==> config.mk <==
export PLATFORM = sky130hd
export DESIGN_NAME = axil_rr_arbiter
export DESIGN_NICKNAME = d
export VERILOG_FILES = /design/src/rtl/axil_arb_pkg.sv /design/src/rtl/axil_arb_core.sv /design/src/rtl/axil_wr_mux.sv /design/src/rtl/axil_rd_mux.sv /design/src/rtl/axil_rr_arbiter.sv
export SDC_FILE = /design/constraint.sdc
export NUM_CORES = 1
export LEC_CHECK = 0
export ABC_AREA = 1
export BUFFER_PORTS_ARGS = -buffer_cell sky130_fd_sc_hd__clkbuf_2
export CORE_AREA = 2 2 230 232
export DETAILED_ROUTE_END_ITERATION = 8
export DIE_AREA = 0 0 232 234
export PLACE_DENSITY = 0.38
export SLEW_MARGIN = 20
export SYNTH_ARGS = -nofsm -noshare
export SYNTH_HDL_FRONTEND = slang
export SYNTH_SLANG_ARGS = --single-unit
export TNS_END_PERCENT = 100
==> constraint.sdc <==
create_clock -name clk -period 1.4 [get_ports clk]
set_input_delay 0 -clock clk [delete_from_list [all_inputs] [get_ports clk]]
set_output_delay 0 -clock clk [all_outputs]
set_load 0.02 [all_outputs]
==> src/rtl/axil_arb_pkg.sv <==
package axil_arb_pkg;

  typedef enum logic {
    ARB_IDLE = 1'b0,
    ARB_BUSY = 1'b1
  } arb_state_e;

  localparam int RESP_W = 2;

  // index arithmetic modulo the number of masters
  function automatic int wrap_add(input int base, input int step, input int n);
    return (base + step) % n;
  endfunction

endpackage

==> src/rtl/axil_arb_core.sv <==
module axil_arb_core
  import axil_arb_pkg::*;
#(
  parameter int NUM_M = 3,
  parameter int IDX_W = 2
) (
  input  logic             clk,
  input  logic             rst,
  input  logic [NUM_M-1:0] req,
  input  logic             done,
  output logic             busy,
  output logic [IDX_W-1:0] grant
);

  arb_state_e       state_q;
  logic [IDX_W-1:0] grant_q;
  logic [IDX_W-1:0] ptr_q;
  logic [IDX_W-1:0] pick;
  logic             found;

  // first requester at or after the rotation pointer
  always_comb begin
    found = 1'b0;
    pick  = ptr_q;
    for (int k = 0; k < NUM_M; k++) begin
      if (!found && req[IDX_W'(wrap_add(int'(ptr_q), k, NUM_M))]) begin
        found = 1'b1;
        pick  = IDX_W'(wrap_add(int'(ptr_q), k, NUM_M));
      end
    end
  end

  always_ff @(posedge clk) begin
    if (rst) begin
      state_q <= ARB_IDLE;
      grant_q <= '0;
      ptr_q   <= '0;
    end else begin
      case (state_q)
        ARB_IDLE: begin
          if (found) begin
            state_q <= ARB_BUSY;
            grant_q <= pick;
          end
        end
        default: begin
          if (done && !req[grant_q]) begin
            state_q <= ARB_IDLE;
            ptr_q   <= IDX_W'(wrap_add(int'(grant_q), 1, NUM_M));
          end
        end
      endcase
    end
  end

  assign busy  = (state_q == ARB_BUSY);
  assign grant = grant_q;

  // a master that requests again as its response completes keeps the grant
  p_hold_grant_r3: assert property (@(posedge clk) disable iff (rst)
    busy && done && req[grant] |=> busy && $stable(grant));

  // no release until the response handshake
  p_keep_grant_r9: assert property (@(posedge clk) disable iff (rst)
    busy && !done |=> busy && $stable(grant));

  // an idle cycle at completion hands the grant back
  p_release_r4: assert property (@(posedge clk) disable iff (rst)
    busy && done && !req[grant] |=> !busy);

endmodule

==> src/rtl/axil_wr_mux.sv <==
module axil_wr_mux #(
  parameter int NUM_M  = 3,
  parameter int IDX_W  = 2,
  parameter int ADDR_W = 32,
  parameter int DATA_W = 32,
  parameter int STRB_W = 4
) (
  input  logic                     clk,
  input  logic                     rst,
  input  logic                     busy,
  input  logic [IDX_W-1:0]         grant,
  output logic                     done,
  input  logic [NUM_M-1:0]         m_awvalid,
  output logic [NUM_M-1:0]         m_awready,
  input  logic [NUM_M*ADDR_W-1:0]  m_awaddr,
  input  logic [NUM_M-1:0]         m_wvalid,
  output logic [NUM_M-1:0]         m_wready,
  input  logic [NUM_M*DATA_W-1:0]  m_wdata,
  input  logic [NUM_M*STRB_W-1:0]  m_wstrb,
  output logic [NUM_M-1:0]         m_bvalid,
  input  logic [NUM_M-1:0]         m_bready,
  output logic [NUM_M*2-1:0]       m_bresp,
  output logic                     s_awvalid,
  input  logic                     s_awready,
  output logic [ADDR_W-1:0]        s_awaddr,
  output logic                     s_wvalid,
  input  logic                     s_wready,
  output logic [DATA_W-1:0]        s_wdata,
  output logic [STRB_W-1:0]        s_wstrb,
  input  logic                     s_bvalid,
  output logic                     s_bready,
  input  logic [1:0]               s_bresp
);

  logic             aw_done_q;
  logic             w_done_q;
  logic [NUM_M-1:0] sel;

  assign s_awvalid = busy && !aw_done_q && m_awvalid[grant];
  assign s_awaddr  = m_awaddr[int'(grant)*ADDR_W +: ADDR_W];
  assign s_wvalid  = busy && !w_done_q && m_wvalid[grant];
  assign s_wdata   = m_wdata[int'(grant)*DATA_W +: DATA_W];
  assign s_wstrb   = m_wstrb[int'(grant)*STRB_W +: STRB_W];
  assign s_bready  = busy && aw_done_q && w_done_q && m_bready[grant];
  assign done      = s_bvalid && s_bready;

  for (genvar i = 0; i < NUM_M; i++) begin : g_port
    assign sel[i]         = busy && (grant == IDX_W'(i));
    assign m_awready[i]   = sel[i] && !aw_done_q && s_awready;
    assign m_wready[i]    = sel[i] && !w_done_q && s_wready;
    assign m_bvalid[i]    = sel[i] && aw_done_q && w_done_q && s_bvalid;
    assign m_bresp[i*2 +: 2] = s_bresp;
  end

  always_ff @(posedge clk) begin
    if (rst || done) begin
      aw_done_q <= 1'b0;
      w_done_q  <= 1'b0;
    end else begin
      if (s_awvalid && s_awready) aw_done_q <= 1'b1;
      if (s_wvalid && s_wready)   w_done_q  <= 1'b1;
    end
  end

  // only one master may see a write handshake or response
  p_onehot_wr_r6: assert property (@(posedge clk) disable iff (rst)
    $onehot0(m_awready) && $onehot0(m_wready) && $onehot0(m_bvalid));

  // nothing reaches the slave without a grant
  p_idle_quiet_wr_r1: assert property (@(posedge clk) disable iff (rst)
    !busy |-> !s_awvalid && !s_wvalid && !s_bready);

  // a completed slave response is seen by the granted master
  p_resp_route_wr_r7: assert property (@(posedge clk) disable iff (rst)
    s_bvalid && s_bready |-> m_bvalid[grant]);

endmodule

==> src/rtl/axil_rd_mux.sv <==
module axil_rd_mux #(
  parameter int NUM_M  = 3,
  parameter int IDX_W  = 2,
  parameter int ADDR_W = 32,
  parameter int DATA_W = 32
) (
  input  logic                     clk,
  input  logic                     rst,
  input  logic                     busy,
  input  logic [IDX_W-1:0]         grant,
  output logic                     done,
  input  logic [NUM_M-1:0]         m_arvalid,
  output logic [NUM_M-1:0]         m_arready,
  input  logic [NUM_M*ADDR_W-1:0]  m_araddr,
  output logic [NUM_M-1:0]         m_rvalid,
  input  logic [NUM_M-1:0]         m_rready,
  output logic [NUM_M*DATA_W-1:0]  m_rdata,
  output logic [NUM_M*2-1:0]       m_rresp,
  output logic                     s_arvalid,
  input  logic                     s_arready,
  output logic [ADDR_W-1:0]        s_araddr,
  input  logic                     s_rvalid,
  output logic                     s_rready,
  input  logic [DATA_W-1:0]        s_rdata,
  input  logic [1:0]               s_rresp
);

  logic             ar_done_q;
  logic [NUM_M-1:0] sel;

  assign s_arvalid = busy && !ar_done_q && m_arvalid[grant];
  assign s_araddr  = m_araddr[int'(grant)*ADDR_W +: ADDR_W];
  assign s_rready  = busy && ar_done_q && m_rready[grant];
  assign done      = s_rvalid && s_rready;

  for (genvar i = 0; i < NUM_M; i++) begin : g_port
    assign sel[i]       = busy && (grant == IDX_W'(i));
    assign m_arready[i] = sel[i] && !ar_done_q && s_arready;
    assign m_rvalid[i]  = sel[i] && ar_done_q && s_rvalid;
    assign m_rdata[i*DATA_W +: DATA_W] = s_rdata;
    assign m_rresp[i*2 +: 2]           = s_rresp;
  end

  always_ff @(posedge clk) begin
    if (rst || done) ar_done_q <= 1'b0;
    else if (s_arvalid && s_arready) ar_done_q <= 1'b1;
  end

  // only one master may see a read handshake or response
  p_onehot_rd_r6: assert property (@(posedge clk) disable iff (rst)
    $onehot0(m_arready) && $onehot0(m_rvalid));

  // nothing reaches the slave without a grant
  p_idle_quiet_rd_r1: assert property (@(posedge clk) disable iff (rst)
    !busy |-> !s_arvalid && !s_rready);

  // a completed read response is seen by the granted master
  p_resp_route_rd_r7: assert property (@(posedge clk) disable iff (rst)
    s_rvalid && s_rready |-> m_rvalid[grant]);

endmodule

==> src/rtl/axil_rr_arbiter.sv <==
module axil_rr_arbiter #(
  parameter int NUM_M  = 3,
  parameter int ADDR_W = 32,
  parameter int DATA_W = 32,
  parameter int STRB_W = DATA_W / 8
) (
  input  logic                     clk,
  input  logic                     rst,
  input  logic [NUM_M-1:0]         m_awvalid,
  output logic [NUM_M-1:0]         m_awready,
  input  logic [NUM_M*ADDR_W-1:0]  m_awaddr,
  input  logic [NUM_M-1:0]         m_wvalid,
  output logic [NUM_M-1:0]         m_wready,
  input  logic [NUM_M*DATA_W-1:0]  m_wdata,
  input  logic [NUM_M*STRB_W-1:0]  m_wstrb,
  output logic [NUM_M-1:0]         m_bvalid,
  input  logic [NUM_M-1:0]         m_bready,
  output logic [NUM_M*2-1:0]       m_bresp,
  input  logic [NUM_M-1:0]         m_arvalid,
  output logic [NUM_M-1:0]         m_arready,
  input  logic [NUM_M*ADDR_W-1:0]  m_araddr,
  output logic [NUM_M-1:0]         m_rvalid,
  input  logic [NUM_M-1:0]         m_rready,
  output logic [NUM_M*DATA_W-1:0]  m_rdata,
  output logic [NUM_M*2-1:0]       m_rresp,
  output logic                     s_awvalid,
  input  logic                     s_awready,
  output logic [ADDR_W-1:0]        s_awaddr,
  output logic                     s_wvalid,
  input  logic                     s_wready,
  output logic [DATA_W-1:0]        s_wdata,
  output logic [STRB_W-1:0]        s_wstrb,
  input  logic                     s_bvalid,
  output logic                     s_bready,
  input  logic [1:0]               s_bresp,
  output logic                     s_arvalid,
  input  logic                     s_arready,
  output logic [ADDR_W-1:0]        s_araddr,
  input  logic                     s_rvalid,
  output logic                     s_rready,
  input  logic [DATA_W-1:0]        s_rdata,
  input  logic [1:0]               s_rresp
);

  localparam int IDX_W = (NUM_M > 1) ? $clog2(NUM_M) : 1;

  logic             wr_busy, rd_busy, wr_done, rd_done;
  logic [IDX_W-1:0] wr_grant, rd_grant;

  axil_arb_core #(.NUM_M(NUM_M), .IDX_W(IDX_W)) u_wr_arb (
    .clk(clk), .rst(rst), .req(m_awvalid), .done(wr_done),
    .busy(wr_busy), .grant(wr_grant)
  );

  axil_arb_core #(.NUM_M(NUM_M), .IDX_W(IDX_W)) u_rd_arb (
    .clk(clk), .rst(rst), .req(m_arvalid), .done(rd_done),
    .busy(rd_busy), .grant(rd_grant)
  );

  axil_wr_mux #(
    .NUM_M(NUM_M), .IDX_W(IDX_W), .ADDR_W(ADDR_W), .DATA_W(DATA_W), .STRB_W(STRB_W)
  ) u_wr_mux (
    .clk(clk), .rst(rst), .busy(wr_busy), .grant(wr_grant), .done(wr_done),
    .m_awvalid(m_awvalid), .m_awready(m_awready), .m_awaddr(m_awaddr),
    .m_wvalid(m_wvalid), .m_wready(m_wready), .m_wdata(m_wdata), .m_wstrb(m_wstrb),
    .m_bvalid(m_bvalid), .m_bready(m_bready), .m_bresp(m_bresp),
    .s_awvalid(s_awvalid), .s_awready(s_awready), .s_awaddr(s_awaddr),
    .s_wvalid(s_wvalid), .s_wready(s_wready), .s_wdata(s_wdata), .s_wstrb(s_wstrb),
    .s_bvalid(s_bvalid), .s_bready(s_bready), .s_bresp(s_bresp)
  );

  axil_rd_mux #(
    .NUM_M(NUM_M), .IDX_W(IDX_W), .ADDR_W(ADDR_W), .DATA_W(DATA_W)
  ) u_rd_mux (
    .clk(clk), .rst(rst), .busy(rd_busy), .grant(rd_grant), .done(rd_done),
    .m_arvalid(m_arvalid), .m_arready(m_arready), .m_araddr(m_araddr),
    .m_rvalid(m_rvalid), .m_rready(m_rready), .m_rdata(m_rdata), .m_rresp(m_rresp),
    .s_arvalid(s_arvalid), .s_arready(s_arready), .s_araddr(s_araddr),
    .s_rvalid(s_rvalid), .s_rready(s_rready), .s_rdata(s_rdata), .s_rresp(s_rresp)
  );

  // the two paths may forward at once; each still grants at most one master
  p_paths_independent_r8: assert property (@(posedge clk) disable iff (rst)
    $countones(m_awready) <= 1 && $countones(m_arready) <= 1);

endmodule

# Word-level counts from Yosys, hierarchy flattened
# Cells that the tools add are included.
# Widths: inputs -> output; s select.
# totals
output_inout_bits	228
wordCells	165
in_bits	358
ff_bits	13
# classes
add_sub_neg	6
bitwise_logic	2
eq_ne	4
shift	4
n_reduce_logical	78
div	8
muxes	46
magnitude_cmp	8
# ops
operator	count
$shiftx 96x8->32	3
$mod 32x3->32 const B	6
$mod 3x3->32 const B	2
$logic_and 1x1->1	61
$mux 1	29
$lt 2x4->1 const B	6
$bmux 1 s2	11
$add 2x1->3 const B	4
$mux 2	6
$shiftx 12x5->4	1
$logic_not 1->1	9
$reduce_and 2->1	4
$add 2x2->3 const B	2
$lt 2x3->1 const B	2
$eq 2x1->1 const B	2
$eq 2x2->1 const B	2
$logic_not 2->1	2
$logic_or 1x1->1	2
$not 1->1	2

# Logic depth before layout (Yosys ltp)
# logic_depth
word_depth	13
mapped_depth	13
depth_no_buf	12

# By module
# From an unflattened synthesis, not the netlist that was laid out.
# hier_totals
cells_unflattened	814
hier_area_um2	4226.6
# modules_own_cells
module	instances	area_per_inst_um2	seq_area_each_um2	cells_each
axil_wr_mux	1	1611.5	40.0	361
axil_rd_mux	1	1556.5	20.0	283
axil_arb_core	2	529.3	100.1	85

# Worst setup path after synthesis
# No wires, ideal clock.
# synth_timing
path_kind	flip-flop to flip-flop
from	register u_wr_arb.ptr_q[0]
to	register u_wr_arb.grant_q[0], in the netlist u_wr_arb.grant[0]
path_slack_ns	-0.135
stages_incl_launch_ff	13
arrival_time_ns	1.465
path_buffers	1
required_ns	1.330
period_less_slack_ns	1.535
setup_time_ns	0.070
cell_sequence	dfxtp_1 > inv_1 > ha_1 > buf_4 > inv_2 > nand2_1 > nand3_1 > nand2_2 > nand3_1 > nor2_1 > nor2_1 > nand2_1 > a21oi_1
# synth_between
elab_chain_len	12
word_cells_on_any_way	25
classes_between	add/sub (2); div (3); mux (15); reduce/logical (5)
# synth_lines
element	line_no	text
start, declared	axil_arb_core.sv:17	logic [IDX_W-1:0] ptr_q;
start signal, assigned	axil_arb_core.sv:49	ptr_q <= IDX_W'(wrap_add(int'(grant_q), 1, NUM_M));
branches (longest 12 deep; another with $mod 32x3->32)	--	
end signal, assigned	axil_arb_core.sv:43	grant_q <= pick;
end, declared	axil_arb_core.sv:16	logic [IDX_W-1:0] grant_q;
# Parallel ways; which one is timed is not known. The select of a mux whose other input is x is not followed.
# A chain may end at the register's enable or synchronous reset.

# Worst setup path in the final report
# layout_timing
from	register u_wr_arb.grant_q[0], in the netlist u_wr_arb.grant[0]
to	output port s_wdata[28]
# layout_between
elab_chain_len	1
# layout_lines
element	line_no	text
$shiftx 96x8->32	axil_wr_mux.sv:42	assign s_wdata = m_wdata[int'(grant)*DATA_W +: DATA_W];
end, declared	axil_rr_arbiter.sv:31	output logic [DATA_W-1:0] s_wdata,
# Every way passes these cells.

==> impl_results.md <==
* Status: finished, violations left
* Failing checks: negative setup slack
* P_leak at 4.50 nW
* Worst path bufs/invs at 3
* Synthesized net count at 1184
* Clock buffer depth at 2
* Clk sinks at 13
* Via count at 6993
* Die area at 54300 um^2
* Critical-path cell with the highest stage delay: dfxtp_4
* Number of antenna violations at the first check in global routing at 4
* Root Buffer Master: clkbuf_16
* IO Port Bufs at 441
* Commonest non-fill, non-tap cells in the layout: 323 x clkbuf_2, 89 x nor2_1, 86 x buf_4
* Setup crit end kind: primary output
* Die Width at 232 um
* Placed cell area at 6890 um^2
* Worst Hold Path EP: m_rdata[12]
* Die H at 234 um
* ANT cells at 0
* Clock skew at 0.000648 ns
* Worst Tran Pin Value at 0.453 ns
* Hold-critical path depth at 0
* Min Hold Slack at 0.0000142 ns
* CP Data Required Time at 1.40 ns
* Max-slew violations at 0
* Setup Crit Path Kind: flip-flop to primary output
* GR Overflow Total at 0
* Synthesized flop and latch total at 13
* Worst Reg2Reg Path Length in Cells at 11
* MaxCap Viol Count at 0
* CTS clk-pin slew, worst paths at 0.05 ns
* Worst-path maximum fanout at 7
* Peak supply drop at 0.000266 V
* Antenna-violating nets left at 0
* Io pins at 586
* FF-to-FF End: u_rd_arb.grant[0]
* Drt total wl at 30800 um
* Nets at 1570
* DR DRC count at 0
* Grt met2 use at 0.203
* GR Util met3 at 0.0207
* Unique cell type count in the Yosys netlist at 30
* Arr. time, crit path at 1.56 ns
* PD cells at 463 nW/um^2
* R2r setup slk at -0.15 ns
* GRT Util Overall at 0.0994
* Dominant cell type by area after synthesis: o21ai_0
* RSZ-0062 raised after global routing: yes
* Min-delay src: s_rdata[12]
* EDFF count, synth at 0
* HPWL Detailed at 23300 um
* Worst-Skew Late Latency at 0.24 ns
* Ys Warns at 0
* Ys async rst share at 0
* Met1 usage in global routing at 0.0949
* Rel. slew slack at 0.695
* GR peak layer: met2
* Critical Path Source Type: flip-flop
* Cts bufs inserted at 3
* Area delta synth->final at 122%
* Final WS setup at -0.159 ns
* Crit-path max cell delay at 0.41 ns
* Max Clk Rate at 642 MHz
* Synth Cell Area at 4300 um^2
* Reg-to-reg startpoint: u_rd_arb.ptr_q[0]
* Yosys top cell area share at 0.228
* Top Family by Delay on Critical Path: buffers and inverters
* Wire per inst at 16.3 um
* Placed insts at 1842
* Vias in the first global route at 6598
* Post-layout min period at 1.56 ns
* Commonest non-fill, non-tap cell in the layout: clkbuf_2
* Largest cells by area after synthesis: o21ai_0 23%, buf_4 20%, nand2_1 13%, nor2_1 12%, nand3_1 7.2%
* CP Cell Sequence: nor2_8 -> buf_6 -> buf_12 -> nand2_1 -> o21ai_1 -> clkbuf_8
* Design Area, Final at 9560 um^2
* Core area at 52000 um^2
* First-pass GRT wire length at 39900 um
* Drt pass-1 iters at 4
* Final Hold Viols at 0
* Layout cell share with drive strength beyond 1 at 0.668
* Largest net degree at the start of global routing at 33
* Sequential fraction of the synthesis area at 0.0605
* Finish-stage setup viols at 85
* Synth Flop Type: dfxtp_1
* HP Class: input pin to primary output
* Gp weighted congestion at 0.778
* Pre-CTS setup slack at -0.208 ns
* Mean Syn Cell Area at 5.30 um^2
* Vias per cell at 3.71
* Initial core utilization at 0.0827
* Fin cells at 1885
* Row count at 84
* Period Utilization, post-route at 1.11
* Post-synthesis instance total at 812
* Initial DRC Count at 179
* H-tree Lvls at 1
* TritonCTS clock tree: built
-- metal layers --
layer / up-vias / share of wire
li1: 3345 / -
met1: 3204 / 0.34
met2: 388 / 0.55
met3: 54 / 0.072
met4: 2 / 0.036
met5: - / 0.00042
-- per-stage QoR --
step,util,TNS [ns],power [mW]
floorplan,-,-0.0875,2.01
global placement,0.132,-1.98,2.80
detailed placement,0.132,-2.06,2.80
CTS,0.166,-9.67,4.09
global route,0.184,-13.54,4.70
finish,0.184,-7.11,4.43
-- timing repair --
| action | 4_1_cts | 5_1_grt |
|---|---|---|
| setup endpoints to repair | 130 | 129 |
| pin swaps | 45 | 89 |
| hold endpoints to repair | 1 | 0 |
| hold buffers | 1 | 0 |
| gates resized for setup | 353 | 374 |
| gates cloned | 15 | 4 |
| setup buffers | 16 | 11 |
-- sequential cells by signal, indices dropped and copies added (netlist names) --
name                count
u_wr_arb.ptr_q          2
u_rd_arb.busy           1
u_rd_arb.ptr_q          2
u_wr_arb.grant          2
u_wr_mux.aw_done_q      1
u_rd_mux.ar_done_q      1
u_rd_arb.grant          2
u_wr_arb.busy           1
u_wr_mux.w_done_q       1
-- cell families after synthesis --
| family | Yosys count | synth area share |
|---|---|---|
| simple gates | 361 | 0.350 |
| compound gates | 229 | 0.271 |
| buf+inv | 195 | 0.278 |
| fa+ha+maj | 14 | 0.0407 |
| flops | 13 | 0.0605 |
-- cell type report --
| class | instances | area [um^2] |
|---|---|---|
| clock buffer | 4 | 78.8 |
| fill | 5918 | 42500 |
| inverter | 38 | 175 |
| multi-input combinational | 604 | 3930 |
| sequential | 13 | 285 |
| tap | 688 | 861 |
| timing repair buffer | 538 | 4230 |
-- cells in the mapped netlist (all sizes together), types with 2 or more instances --
library cell  count
dfxtp            13
clkbuf           27
nand2           154
nor3              3
ha               14
inv              37
buf             130
o21ai           215
a21oi            11
nand3            63
a31oi             2
nor2            140
-- power breakdown --
part	internal, mW	switching (mW)
registers	0.381	0.0297
clock network	0.386	0.180
logic	1.63	1.82
total	2.40	2.03
-- how the worst max path moves through the flow --
stage                 startpoint           endpoint  cells after the start  slack, ns
2_1_floorplan  u_wr_arb.ptr_q[0]  u_wr_arb.grant[0]                     12      -0.04
3_3_place_gp   u_wr_arb.ptr_q[1]  u_wr_arb.grant[0]                     11      -0.23
3_5_place_dp   u_wr_arb.ptr_q[0]  u_wr_arb.grant[1]                     11      -0.21
4_1_cts        u_wr_arb.grant[0]        s_wdata[11]                      5      -0.16
5_1_grt        u_rd_arb.ptr_q[0]  u_rd_arb.grant[0]                     11      -0.24
6_report       u_wr_arb.grant[0]        s_wdata[28]                      6      -0.16
Power figures use the tool's default switching activity.
